## src/rtl/cookie_trk_pkg.sv

```systemverilog
package cookie_trk_pkg;
  typedef enum logic [1:0] {
    ST_SUCCESS = 2'd0,
    ST_OPEN    = 2'd1,
    ST_HELD    = 2'd2,
    ST_FAULT   = 2'd3
  } cookie_stat_e;
endpackage

```

## src/rtl/cookie_issue.sv

```systemverilog
module cookie_issue #(
  parameter int COOKIE_W = 32
) (
  input  logic                clk,
  input  logic                rst,
  input  logic                submit_i,
  input  logic                hold_i,
  output logic                fire_o,
  output logic [COOKIE_W-1:0] next_o,
  output logic [COOKIE_W-1:0] used_o,
  output logic [COOKIE_W-1:0] ret_o,
  output logic                ret_valid_o
);
  localparam logic [COOKIE_W-1:0] CMAX   = {1'b0, {(COOKIE_W-1){1'b1}}};
  localparam logic [COOKIE_W-1:0] CMIN   = {{(COOKIE_W-1){1'b0}}, 1'b1};
  localparam logic [COOKIE_W-1:0] REFUSE = {COOKIE_W{1'b1}};

  logic [COOKIE_W-1:0] used_q, ret_q;
  logic                rv_q;

  assign next_o = (used_q == CMAX) ? CMIN : used_q + CMIN;
  assign fire_o = submit_i & ~hold_i;

  always_ff @(posedge clk) begin
    if (rst) begin
      used_q <= '0;
      ret_q  <= '0;
      rv_q   <= 1'b0;
    end else begin
      rv_q <= submit_i;
      if (submit_i) begin
        if (hold_i) begin
          ret_q <= REFUSE;
        end else begin
          used_q <= next_o;
          ret_q  <= next_o;
        end
      end
    end
  end

  assign used_o      = used_q;
  assign ret_o       = ret_q;
  assign ret_valid_o = rv_q;
endmodule

```

## src/rtl/cookie_retire.sv

```systemverilog
module cookie_retire #(
  parameter int COOKIE_W = 32
) (
  input  logic                clk,
  input  logic                rst,
  input  logic                done_i,
  input  logic [COOKIE_W-1:0] done_cookie_i,
  input  logic                done_err_i,
  input  logic                fire_i,
  input  logic [COOKIE_W-1:0] issue_val_i,
  output logic [COOKIE_W-1:0] done_o,
  output logic [COOKIE_W-1:0] fault_cookie_o,
  output logic                fault_valid_o
);
  logic [COOKIE_W-1:0] done_q, fc_q;
  logic                fv_q;

  always_ff @(posedge clk) begin
    if (rst) begin
      done_q <= '0;
      fc_q   <= '0;
      fv_q   <= 1'b0;
    end else begin
      if (done_i) done_q <= done_cookie_i;
      if (done_i && done_err_i) begin
        fc_q <= done_cookie_i;
        fv_q <= 1'b1;
      end else if (fire_i && fv_q && issue_val_i == fc_q) begin
        fv_q <= 1'b0;
      end
    end
  end

  assign done_o         = done_q;
  assign fault_cookie_o = fc_q;
  assign fault_valid_o  = fv_q;
endmodule

```

## src/rtl/cookie_judge.sv

```systemverilog
module cookie_judge
  import cookie_trk_pkg::*;
#(
  parameter int COOKIE_W = 32
) (
  input  logic [COOKIE_W-1:0] query_i,
  input  logic [COOKIE_W-1:0] done_i,
  input  logic [COOKIE_W-1:0] used_i,
  input  logic [COOKIE_W-1:0] fault_cookie_i,
  input  logic                fault_valid_i,
  input  logic                hold_i,
  output cookie_stat_e        stat_o
);
  logic signed [COOKIE_W-1:0] q_s, d_s, u_s;
  logic at_or_below_done, above_used, wrapped, finished;

  assign q_s = query_i;
  assign d_s = done_i;
  assign u_s = used_i;

  assign at_or_below_done = (q_s <= d_s);
  assign above_used       = (q_s > u_s);
  assign wrapped          = (d_s > u_s);
  assign finished = wrapped ? (at_or_below_done && above_used)
                            : (at_or_below_done || above_used);

  always_comb begin
    if (finished)
      stat_o = (fault_valid_i && query_i == fault_cookie_i) ? ST_FAULT : ST_SUCCESS;
    else
      stat_o = hold_i ? ST_HELD : ST_OPEN;
  end
endmodule

```

## src/rtl/cookie_tracker.sv

```systemverilog
module cookie_tracker
  import cookie_trk_pkg::*;
#(
  parameter int COOKIE_W = 32
) (
  input  logic                clk,
  input  logic                rst,
  input  logic                submit_i,
  input  logic                pause_i,
  input  logic                done_i,
  input  logic [COOKIE_W-1:0] done_cookie_i,
  input  logic                done_err_i,
  input  logic [COOKIE_W-1:0] query_cookie_i,
  output logic [COOKIE_W-1:0] new_cookie_o,
  output logic                new_valid_o,
  output logic                submit_err_o,
  output logic [1:0]          query_status_o,
  output logic [COOKIE_W-1:0] last_done_o,
  output logic [COOKIE_W-1:0] last_used_o
);
  logic                fire;
  logic [COOKIE_W-1:0] next_c, used_c, done_c, fault_c;
  logic                fault_v;
  cookie_stat_e        stat;

  cookie_issue #(.COOKIE_W(COOKIE_W)) issue_u (
    .clk(clk), .rst(rst), .submit_i(submit_i), .hold_i(pause_i),
    .fire_o(fire), .next_o(next_c), .used_o(used_c),
    .ret_o(new_cookie_o), .ret_valid_o(new_valid_o)
  );

  cookie_retire #(.COOKIE_W(COOKIE_W)) retire_u (
    .clk(clk), .rst(rst), .done_i(done_i), .done_cookie_i(done_cookie_i),
    .done_err_i(done_err_i), .fire_i(fire), .issue_val_i(next_c),
    .done_o(done_c), .fault_cookie_o(fault_c), .fault_valid_o(fault_v)
  );

  cookie_judge #(.COOKIE_W(COOKIE_W)) judge_u (
    .query_i(query_cookie_i), .done_i(done_c), .used_i(used_c),
    .fault_cookie_i(fault_c), .fault_valid_i(fault_v), .hold_i(pause_i),
    .stat_o(stat)
  );

  assign submit_err_o   = new_cookie_o[COOKIE_W-1];
  assign query_status_o = stat;
  assign last_done_o    = done_c;
  assign last_used_o    = used_c;
endmodule

```

## config.mk

```make
export PLATFORM = sky130hd
export DESIGN_NAME = cookie_tracker
export DESIGN_NICKNAME = d
export VERILOG_FILES = /design/src/rtl/cookie_trk_pkg.sv /design/src/rtl/cookie_issue.sv /design/src/rtl/cookie_retire.sv /design/src/rtl/cookie_judge.sv /design/src/rtl/cookie_tracker.sv
export SDC_FILE = /design/constraint.sdc
export NUM_CORES = 1
export LEC_CHECK = 0
export BUFFER_PORTS_ARGS = -buffer_cell sky130_fd_sc_hd__buf_2
export CORE_MARGIN = 2
export CORE_UTILIZATION = 50
export CTS_CLUSTER_DIAMETER = 150
export CTS_CLUSTER_SIZE = 24
export DETAILED_ROUTE_END_ITERATION = 10
export PLACE_DENSITY_LB_ADDON = 0.25
export SYNTH_ARGS = -nofsm -noshare
export SYNTH_HDL_FRONTEND = slang
export SYNTH_SLANG_ARGS = --single-unit
export TNS_END_PERCENT = 100
```

## constraint.sdc

```tcl
create_clock -name clk -period 6.8 [get_ports clk]
set_input_delay 1.02 -clock clk [delete_from_list [all_inputs] [get_ports clk]]
set_output_delay 1.02 -clock clk [all_outputs]
set_load 0.005 [all_outputs]
```

; Yosys cells after proc, flatten, opt, wreduce, memory -nomap -nowiden
; Cells that the tools add are included.
[classes]
bitwise = 2
addsub = 1
n_reduce_logical = 8
eq_ne = 3
div_mod_pow = 0
multipliers = 0
n_mux = 8
order_cmp = 3
shifts = 0
[ops]
columns = op, count
row1 = 32-bit == test, 2
row2 = 32-bit > comparator, 2
row3 = 32-bit two-way mux, 2
row4 = 32-bit by 1-bit adder with 32-bit output (second input constant), 1
row5 = 32-bit by 31-bit == test with 1-bit output (second input constant), 1
row6 = 32-bit <= comparator, 1
row7 = 2-bit two-way mux, 3
row8 = 1-bit logical AND, 5
row9 = 1-bit two-way mux, 3
row10 = 2-bit AND reduction, 1
row11 = 2-bit nonzero test, 1
row12 = 1-bit AND, 1
row13 = 1-bit logical OR, 1
row14 = 1-bit inverter, 1
[totals]
latch_bits = 0
output_inout_bits = 100
inputBits = 70
rom_bits = 0
ramBits = 0
n_memories = 0
elab_cells = 31
reg_bits = 130

; Longest topological paths before layout
[logic_depth]
depth_word = 6
ltp_mapped = 11
ltp_nobuf = 10

; Modules after synthesis
; From an unflattened synthesis, not the netlist that was laid out.
[unflattened]
cells_unflattened = 1037
area_unflattened_um2 = 8752.1
[by_module_without_submodules]
columns = module, seq_area_each_um2, area_per_inst_um2, cells_each, n_inst
row1 = cookie_issue, 1301.2, 3415.8, 390, 1
row2 = cookie_judge, 0.0, 2698.8, 356, 1
row3 = cookie_retire, 1301.2, 2630.0, 290, 1
row4 = cookie_tracker, 0.0, 7.5, 1, 1

; Worst setup path after synthesis
; Ideal clock, no wire load.
[synth_timing]
kind = input to output
start = in query_cookie_i[25]
end = out query_status_o[0]
path_buffers = 0
path_slack_ns = 2.881
stages = 8
required_time_ns = 5.780
t_arrival_ns = 2.899
path_cell_list = ha_1 a21o_1 a221o_1 a221oi_1 o211ai_1 mux2i_1 maj3_1 mux2i_1
[synth_between]
elab_chain_cells = 4
word_cells_on_any_way = 9
cone_classes = order compare (2) / eq/ne (1) / mux (3) / reduce/logical (3)
[synth_lines]
columns = element, line_no
row1 = "start, declared", cookie_tracker.sv:13  ; input logic [COOKIE_W-1:0] query_cookie_i,
row2 = "32-bit <= comparator, or another cell as far along", cookie_judge.sv:21  ; assign at_or_below_done = (q_s <= d_s);
row3 = "1-bit logical OR, or another cell as far along", cookie_judge.sv:25  ; : (at_or_below_done || above_used);
row4 = 1-bit two-way mux or 2-bit two-way mux (tied branches), "cookie_judge.sv:24, cookie_judge.sv:29"
row5 = 2-bit two-way mux (*), cookie_judge.sv:28  ; if (finished)
row6 = "end, declared", cookie_tracker.sv:17  ; output logic [1:0] query_status_o,
; Every way passes the cells marked *; elsewhere a longest branch is shown, timed or not.

; Final worst setup path
[layout_timing]
start = in query_cookie_i[17]
end = out query_status_o[0]
; The elaborated chain is that of the path after synthesis.

==> reports/qor.yml <==
setup_path:
  r2r-start: "issue_u.used_o[4]"
  crit_path_top_delay_cell: "a2111oi_0"
  crit_chain: "buf_2 > ha_1 > a21oi_1 > o21a_1 > o21ai_0 > a2111oi_0 > nand4_1 > o211ai_1 > maj3_1 > mux2i_1 > buf_2"
  critPathLaunchType: "input pin"
  cp_max_fo: 3
  worst_path_most_repeated_cell: "buf_2"
  timing.rr.end: "retire_u.fault_valid_o"
  cpPeakStageDelay_ns: 0.75
  startpoint: "query_cookie_i[17]"
  end_kind: "output pin"
  required_ns: 5.78
  crit_arrival_ns: 3.62
  r2r_cells: 8
  rrSetupSlack_ns: 2.96
  criticalPathCategory: "input pin to output pin"
pwr:
  power_frac_seq_pct: 40.3
  p_leak_uw: 0.004398
  power_density_nw_per_um2: 201.9
  p_comb_share_pct: 15.2
  switchingPower_uw: 574.1
  peakVddDrop_v: 0.0001826
  switching_share_pct: 27.58
  p_int_uw: 1508
  pwr-share-clk_pct: 44.5
  p_total_uw: 2082
routing:
  dr_total_vias: 8710
  finalWirelength_um: 28580
  viasPerCell: 5.945
  drtIter0Drc: 930
  drc: 0
  postRouteAntennaNets: 0
  wire_per_inst_um: 19.51
  first_pass_iters: 7
logic_synthesis:
  synth_area_per_cell_um2: 8.067
  yosysTopAreaCellShare_pct: 29.71
  dominantRegCellSynth: "dfxtp_1"
  seq_area_frac_synth_pct: 29.71
  synth-warning-count: 0
  synth_fa_ha_area_share_pct: 13.97
  yosys.area_share.simple_pct: 21.81
  synth_edf_count: 0
  yosysTopAreaCell: "dfxtp_1"
  yosys.area_share.xor_xnor_pct: 8.255
  synth_top_cells_by_area: "dfxtp_1, ha_1, xnor2_1"
  synth_compound_area_share_pct: 16.40
  synth_nets: 1253
  synth_cell_types: 65
  syn_inst: 1086
  synthArstFlopShare_pct: 0
  synth_top_family_by_area: "simple AND/OR/NAND/NOR gates"
  muxShareOfSynthArea_pct: 4.227
  ys_ff_latch: 130
  syn_area_um2: 8761
clock_tree:
  htree_levels: 4
  clk_latency_ns: 0.44
  cts_root_buf: "clkbuf_16"
  cts_buffers: 17
  cts_setup_buffers: 0
  cts_tree: "done"
  clock_sinks: 130
  cts_resized: 0
  clk_path_buf_depth: 2
  hold_buffers: 0
  clk_pin_slew_ns: 0.05
timing:
  fin_tns_setup_ns: 0
  min_period_ns: 4.638
  setup_viol: 0
  post-route-period-util_pct: 68.21
  relSlewSlack_pct: 33.77
  skew_ns: 0.01308
  rsz0062_at_grt: "no"
  fmax_mhz: 215.6
  layout_setup_ws_ns: 2.162
  hold_viol: 0
  drv_slew: 0
  worst_pin_slew_ns: 0.9934
global_routing:
  grt_pass1_wl_um: 43900
  grt_antenna_before_repair: 0
  grt_max_degree: 92
  overflow: 0
  first_global_vias: 7962
  grt_util_all_layers_pct: 30.78
placement:
  numPortBuffers: 169
  dpl.cell_count: 1433
  place_ws_ns: 2.138
  hpwl_um: 22080
  globalplace.congestion: 0.9724
floorplan:
  std_cell_rows: 48
  io_pins: 170
  start_util_pct: 50.83
  die_h_um: 136.4
  fp.coreArea_um2: 17240
  fp.dieW_um: 136.4
  die_area_um2: 18600
worst_hold_path:
  hold_path_end: "issue_u.ret_o[10]"
  hp-class: "register to register"
  min_from: "issue_u.ret_o[10]"
  hold_depth: 1
finish:
  final_cell_mix: "buf_2, dfxtp_1, nand2_1"
  syn_to_final_growth_pct: 17.71
  final_common_cell: "buf_2"
  diodes: 0
  fin_nets: 1394
  postLayoutCoreUtil_pct: 59.83
  stdcell_count: 1465
  drive_above_1_share_pct: 17.98
flow_run:
  timing.max_cap.violations: 0
run_status:
  status: "finished clean"
## metrics by stage
stage | hold WS (ns) | cell area [um^2]
after global placement | 0.4334 | 9729
after floorplan | 0.4511 | 8761
final | 0.4473 | 10310
after global routing | 0.4757 | 10310
after detailed placement | 0.4385 | 9729
after CTS | 0.4515 | 10310
## synth_stat cells, types with 6 or more instances
cell,n
a21oi_1,99
a211oi_1,16
mux2i_1,37
nor2b_1,15
nor3_1,25
ha_1,97
xnor2_1,72
clkbuf_1,43
xor2_1,8
nor4_1,15
o21ai_0,31
nand3_1,24
a21o_1,16
o211ai_1,9
and4_1,8
nand4_1,41
nor2_1,110
nand2_1,114
or3_1,6
dfxtp_1,130
inv_1,70
## worst max-delay path, delay by kind of cell
kind / cells / cell delay [ns]
AOI/OAI and AO/OA: 5 / 1.29
buffers and inverters: 2 / 0.27
and+or+nand+nor: 1 / 0.17
adders and majority gates: 2 / 0.65
muxes: 1 / 0.22
## flip-flops by register name, indices dropped and copies added (netlist names)
signal	count
issue_u.ret_o	32
issue_u.ret_valid_o	1
issue_u.used_o	32
retire_u.done_o	32
retire_u.fault_cookie_o	32
retire_u.fault_valid_o	1
## power by group through the flow
| stage | Sequential [uW] | Clock (uW) | Combinational [uW] |
|---|---|---|---|
| 6_report | 839 | 926 | 317 |
| 3_3_place_gp | 854 | 0 | 306 |
| 4_1_cts | 838 | 925 | 316 |
| 2_1_floorplan | 843 | 0 | 198 |
| 3_5_place_dp | 855 | 0 | 313 |
| 5_1_grt | 843 | 958 | 355 |
## worst max-delay path by stage
stage / end / cells past startpoint
floorplan: query_status_o[0] / 8
global placement: query_status_o[0] / 11
detailed placement: query_status_o[0] / 11
CTS: query_status_o[0] / 11
global route: query_status_o[0] / 11
finish: query_status_o[0] / 11
## per-layer routing
layer | GRT usage, % | routed length (um) | up-vias
li1 | - | - | 4146
met1 | 42.88 | 12760 | 4058
met2 | 47.35 | 12550 | 445
met3 | 5.332 | 2361 | 61
met4 | 11.86 | 900 | 0
met5 | 0 | 0 | -
## layout make-up
type / count / area (um^2)
Fill cell: 1619 / 6924
Multi-Input combinational cell: 829 / 5667
Sequential cell: 130 / 2603
Timing Repair Buffer: 177 / 908.4
Clock buffer: 23 / 478.0
Tap cell: 225 / 281.5
Inverter: 72 / 270.3
Clock inverter: 9 / 105.1
## cell families after synthesis
kind of cell | Yosys count
and+or+nand+nor | 388
muxes | 37
DFF | 130
buffers and inverters | 127
adders and majority gates | 98
AOI/OAI and AO/OA | 225
xor gates and xnor gates | 81
(Power assumes the default switching activity.)
